[src/rtl/sig_pkg.sv]
package sig_pkg;
  typedef enum logic [1:0] {
    SM_OFF    = 2'b00,
    SM_SELECT = 2'b01,
    SM_ON     = 2'b10,
    SM_FREEZE = 2'b11
  } sig_mode_e;

  localparam int unsigned SIG_W_DEF      = 16;
  localparam int unsigned ST_W_DEF       = 4;
  localparam logic [15:0] POLY_DEF       = 16'h1021;
  localparam logic [3:0]  SHIFT_DR_DEF   = 4'h4;
endpackage

[src/rtl/sig_ctrl.sv]
module sig_ctrl #(
  parameter int unsigned       ST_W          = 4,
  parameter logic [ST_W-1:0]   SHIFT_DR_CODE = 4'h4
) (
  input  logic [ST_W-1:0] tap_state,
  input  logic [1:0]      mode,
  output logic            shift_en,
  output logic            comp_en
);
  import sig_pkg::*;

  logic      in_shift;
  sig_mode_e mode_e;

  assign in_shift = (tap_state == SHIFT_DR_CODE);
  assign mode_e   = sig_mode_e'(mode);

  always_comb begin
    shift_en = 1'b0;
    comp_en  = 1'b0;
    if (in_shift) begin
      unique case (mode_e)
        SM_SELECT: shift_en = 1'b1;
        SM_ON:     comp_en  = 1'b1;
        default: begin
          shift_en = 1'b0;
          comp_en  = 1'b0;
        end
      endcase
    end
  end
endmodule

[src/rtl/sig_core.sv]
module sig_core #(
  parameter int unsigned   W    = 16,
  parameter logic [W-1:0]  POLY = 16'h1021
) (
  input  logic         clk,
  input  logic         rst,
  input  logic         shift_en,
  input  logic         comp_en,
  input  logic         tdi,
  input  logic         chain_di,
  output logic [W-1:0] q
);
  // plain serial shift toward bit 0, new bit at the top
  function automatic logic [W-1:0] plain_shift(input logic [W-1:0] cur, input logic din);
    return {din, cur[W-1:1]};
  endfunction

  // one serial-input signature step
  function automatic logic [W-1:0] sig_step(input logic [W-1:0] cur, input logic din);
    logic          fb;
    logic [W-1:0]  nxt;
    fb  = cur[W-1] ^ din;
    nxt = {cur[W-2:0], 1'b0};
    for (int b = 0; b < W; b++) begin
      if (POLY[b]) nxt[b] = nxt[b] ^ fb;
    end
    return nxt;
  endfunction

  logic [W-1:0] q_next;

  always_comb begin
    q_next = q;
    if (shift_en)     q_next = plain_shift(q, tdi);
    else if (comp_en) q_next = sig_step(q, chain_di);
  end

  always_ff @(posedge clk) begin
    if (rst) q <= '0;
    else     q <= q_next;
  end
endmodule

[src/rtl/sig_compact_reg.sv]
module sig_compact_reg #(
  parameter int unsigned        W             = sig_pkg::SIG_W_DEF,
  parameter int unsigned        ST_W          = sig_pkg::ST_W_DEF,
  parameter logic [W-1:0]       POLY          = sig_pkg::POLY_DEF,
  parameter logic [ST_W-1:0]    SHIFT_DR_CODE = sig_pkg::SHIFT_DR_DEF
) (
  input  logic            clk,
  input  logic            rst,
  input  logic [ST_W-1:0] tap_state,
  input  logic [1:0]      mode,
  input  logic            tdi,
  input  logic            chain_di,
  output logic            sig_so
);
  logic         shift_en;
  logic         comp_en;
  logic [W-1:0] sig_q;

  sig_ctrl #(.ST_W(ST_W), .SHIFT_DR_CODE(SHIFT_DR_CODE)) u_ctrl (
    .tap_state (tap_state),
    .mode      (mode),
    .shift_en  (shift_en),
    .comp_en   (comp_en)
  );

  sig_core #(.W(W), .POLY(POLY)) u_core (
    .clk      (clk),
    .rst      (rst),
    .shift_en (shift_en),
    .comp_en  (comp_en),
    .tdi      (tdi),
    .chain_di (chain_di),
    .q        (sig_q)
  );

  assign sig_so = sig_q[0];
endmodule

[config.mk]
export PLATFORM = sky130hd
export DESIGN_NAME = sig_compact_reg
export DESIGN_NICKNAME = d
export VERILOG_FILES = /design/src/rtl/sig_pkg.sv /design/src/rtl/sig_ctrl.sv /design/src/rtl/sig_core.sv /design/src/rtl/sig_compact_reg.sv
export SDC_FILE = /design/constraint.sdc
export NUM_CORES = 1
export LEC_CHECK = 0
export BUFFER_PORTS_ARGS = -buffer_cell sky130_fd_sc_hd__buf_2
export CAP_MARGIN = 20
export CORE_AREA = 8 8 51 53
export DETAILED_ROUTE_END_ITERATION = 12
export DIE_AREA = 0 0 59 61
export PLACE_DENSITY = 0.83
export SLEW_MARGIN = 20
export SYNTH_ARGS = -nofsm -noshare
export SYNTH_HDL_FRONTEND = slang
export SYNTH_SLANG_ARGS = --single-unit
[constraint.sdc]
create_clock -name clk -period 1.6 [get_ports clk]
set_input_delay 0.08 -clock clk [delete_from_list [all_inputs] [get_ports clk]]
set_output_delay 0.08 -clock clk [all_outputs]
set_load 0.1 [all_outputs]
# Word level (Yosys, flattened, before mapping)
# Index checks and enable logic that the tools add are counted.
# op_classes
n_addsub,0
n_mul,0
div_mod_pow,0
n_lt_le_gt_ge,0
eq_ne,3
shifts,0
muxes,6
bitwise_logic,3
reduce_logical,1
# ops
cell,n
$mux W16,2
$eq A4 B3 Y1 const B,1
$mux W1,4
$xor A1 B1 Y1,3
$eq A2 B1 Y1 const B,1
$eq A2 B2 Y1 const B,1
$reduce_bool A2 Y1,1
# totals
register_bits,16
latchBits,0
ram_bits,0
mem_bits_ro,0
wordCells,14
n_memories,0

# Depth between registers and ports, before layout
# logic_depth
depth_word,5
depth_mapped,5
depth_no_buf,3

# Cells and area by module
# From an unflattened synthesis, not the netlist that was laid out.
# hier_totals
cells_unflattened,81
hier_area_um2,838.3
# modules_own_cells
mod,n_inst,cells_per_inst,area_per_inst_um2,seq_area_each_um2
sig_core,1,78,803.3,320.3
sig_ctrl,1,3,35.0,0.0

# Least setup slack after synthesis
# Ideal clock, no wire load.
# synth_timing
kind,register -> register
start,reg u_core.q[0] (netlist name)
end,reg u_core.q[0]
setup_time_ns,0.103
t_arrival_ns,1.553
required_time_ns,1.497
setup_slack_ns,-0.057
stages_incl_launch_ff,4
path_buffers,0
synth_period_minus_slack_ns,1.657
cell_sequence,dfxtp_1 nand2b_1 o31ai_2 a2111oi_2
# synth_rtl
element,line_no,text
"end signal, assigned",sig_core.sv:40,else q <= q_next;
"end, declared",sig_core.sv:11,output logic [W-1:0] q

# Final worst setup path
# layout_timing
start,reg u_core.q[15]
end,reg u_core.q[12]
# layout_via
elab_chain_len,4
# layout_rtl
element,line_no,text
$xor A1 B1 Y1,sig_core.sv:22,fb = cur[W-1] ^ din;
$xor A1 B1 Y1,sig_core.sv:25,if (POLY[b]) nxt[b] = nxt[b] ^ fb;
$mux W16,sig_core.sv:35,"else if (comp_en) q_next = sig_step(q, chain_di);"
$mux W16,sig_core.sv:34,"if (shift_en) q_next = plain_shift(q, tdi);"
# Every way passes these cells. The select of a mux whose other input is x is not followed.
# A chain may end at the register's enable or synchronous reset.

==> out/metrics.yaml <==
status: "completed"
drt_iter0_markers: 19
r2r_slack_ps: 280
reg2reg_depth: 3
grt_overflow: 0
routed_wl_um: 2064
worst-path-buf-inv: 0
dr.pass1.iters: 4
largest_reg_flops: 16
hold_viol_final: 0
clockBufferDepth: 2
cts_tree: "yes"
synth_warnings: 0
grt_use_total: 0.1228
cellLeakagePower_nw: 0.3525
nets: 115
fin_skew_ps: 1.215
maxSlewViolCount: 0
fill_cells: 163
maxSlewHeadroom: 0.6777
slowest_stage: "dfxtp_1"
utilization: 0.5713
fp.dieW_um: 59
cp-end-kind: "flip-flop"
grt_max_degree: 31
post_route_cells_drive_above_1_share: 0.3462
yosysTopAreaCell: "dfxtp_1"
die_area_um2: 3599
clkSlewWorstSetupHoldPaths_ps: 100
grt_pass1_wl_um: 3477
drc_errors: 0
antenna_found_initial: 0
powerDensity_nw_per_um2: 794.2
crit_path_max_incr_delay_ps: 450
regMostFlops: "u_core.q"
power_mw: 0.8357
via_per_inst: 6.137
dp_hpwl_um: 1460
ant_nets: 0
syn-cell-area_um2: 945.9
setup_ws_ps: 277.5
required_ps: 1770
startpoint_type: "flip-flop"
synth_top_cell_area_share: 0.3386
setup_violations: 0
port_buffers: 10
place_congestion: 0.7560
cts_hold_buf: 0
fmax_mhz: 756.1
synth_fp_nets: 105
rsz0062_at_grt: "false"
vias: 804
period_share: 0.8266
finalSetupTns_ps: 0
post-place-ws_ps: 284.6
clk-insertion-delay-late_ps: 290
synth_seq_area_share: 0.3386
numCtsBuffers: 3
wl_per_cell_um: 15.76
ir_worst_vdd_mv: 0.5143
synth_area_leaders: "dfxtp_1 (34%), a211oi_1 (8.7%), o22ai_1 (7.9%)"
multi_input_area_um2: 549.3
crit_family: "flip-flops"
cts_resized: 0
max-cap-violations: 0
yosys_register_bits: 16
period_needed_ps: 1323
path_max_fanout: 6
hold_depth: 2
start_util: 0.5136
cts_sinks: 16
worstMarginPinSlew_ps: 486.7
postSynthAreaPerCell_um2: 9.957
worstPathCellList: "xor3_1 > nor3_1 > a2111oi_2"
cp.arrival_ps: 1490
ios: 11
crit_cells: 3
core_area_um2: 1842
synthCells: 95
cts-root-buf: "clkbuf_4"
reg_top3: "u_core.q: 16 flops"
critical_path_class: "reg -> reg"
areaGrowthSynthToFinish_pct: 11.24
post_cts_buffers: 0
cts_max_level: 1
num_antenna_cells: 0
synth_cell_type_count: 26
final_area_um2: 1052
regArea_um2: 321.6
dpl_cell_area_um2: 1016
grt_pass1_vias: 759
core.rowCount: 16
hold_class: "in -> reg"
die-height_um: 61
-- cell usage after synthesis --
cell type and instances:
a2111oi_2 4, a211oi_1 11, a211oi_2 1, a21oi_1 14
a21oi_2 2, a31o_2 2, buf_2 5, buf_4 1
buf_6 2, buf_8 1, clkbuf_1 1, dfxtp_1 16
inv_1 3, nand2_1 1, nand2b_1 4, nor2_1 2
nor3_1 2, nor3_2 1, nor4b_2 1, nor4b_4 1
o22ai_1 12, o31ai_2 2, or2_2 1, or4b_4 1
xor2_1 2, xor3_1 2
-- stage by stage --
| step | std cells | hold slack (ps) |
|---|---|---|
| floorplan | 95 | 141.4 |
| global placement | 127 | 438.9 |
| detailed placement | 127 | 444.4 |
| CTS | 131 | 130.0 |
| global route | 131 | 159.7 |
| finish | 131 | 141.3 |
-- cell type report --
type / instances / share of cell area
Sequential cell: 16 / 0.3056
Timing Repair Buffer: 15 / 0.09512
Inverter: 3 / 0.01070
Multi-Input combinational cell: 66 / 0.5220
Clock buffer: 4 / 0.03448
Tap cell: 27 / 0.03210
-- cells by family after synthesis --
family | count (synthesis) | share of synthesized area
AND/OR/NAND/NOR | 14 | 0.1217
flip-flops | 16 | 0.3386
XOR/XNOR | 4 | 0.06879
AO/OA/AOI/OAI | 48 | 0.3810
buffers and inverters | 13 | 0.08993
-- metal layers --
layer | routed length [um] | share of wire | global-route usage | vias up
met4 | 39 | 0.019 | 0.06485 | 0
met1 | 895 | 0.43 | 0.1429 | 391
met5 | 0 | 0 | 0 | -
met3 | 59 | 0.029 | 0.02331 | 7
li1 | - | - | - | 385
met2 | 1070 | 0.52 | 0.2087 | 21
-- path summary, 6_finish.rpt --
path | end | start
setup / recovery | u_core.q[12] | u_core.q[15]
hold / removal | u_core.q[0] | mode[1]
setup reg to reg | u_core.q[12] | u_core.q[15]
hold reg to reg | u_core.q[9] | u_core.q[9]
-- worst register-to-register path, delay by kind of cell, from the launching register on --
family	cells	cell delay [ps]
AOI/OAI and AO/OA	1	80
and+or+nand+nor	1	230
DFF	1	450
xor gates and xnor gates	1	440
-- where the power goes --
group	switching (mW)	internal, mW
registers	0.00974	0.408
logic	0.0841	0.0623
clock network	0.133	0.139
total	0.227	0.609
-- cell usage in the layout, fill, tap and decap left out, drive strengths merged, types with 2 or more instances in the layout --
master,netlist,layout
dfxtp,16,16
a21oi,16,16
buf,9,15
o22ai,12,12
a211oi,12,12
nand2b,4,4
a2111oi,4,4
clkbuf,1,4
inv,3,3
nor3,3,3
nor4b,2,2
xor2,2,2
o31ai,2,2
nor2,2,2
a31o,2,2
xor3,2,2
Power figures use the tool's default switching activity.
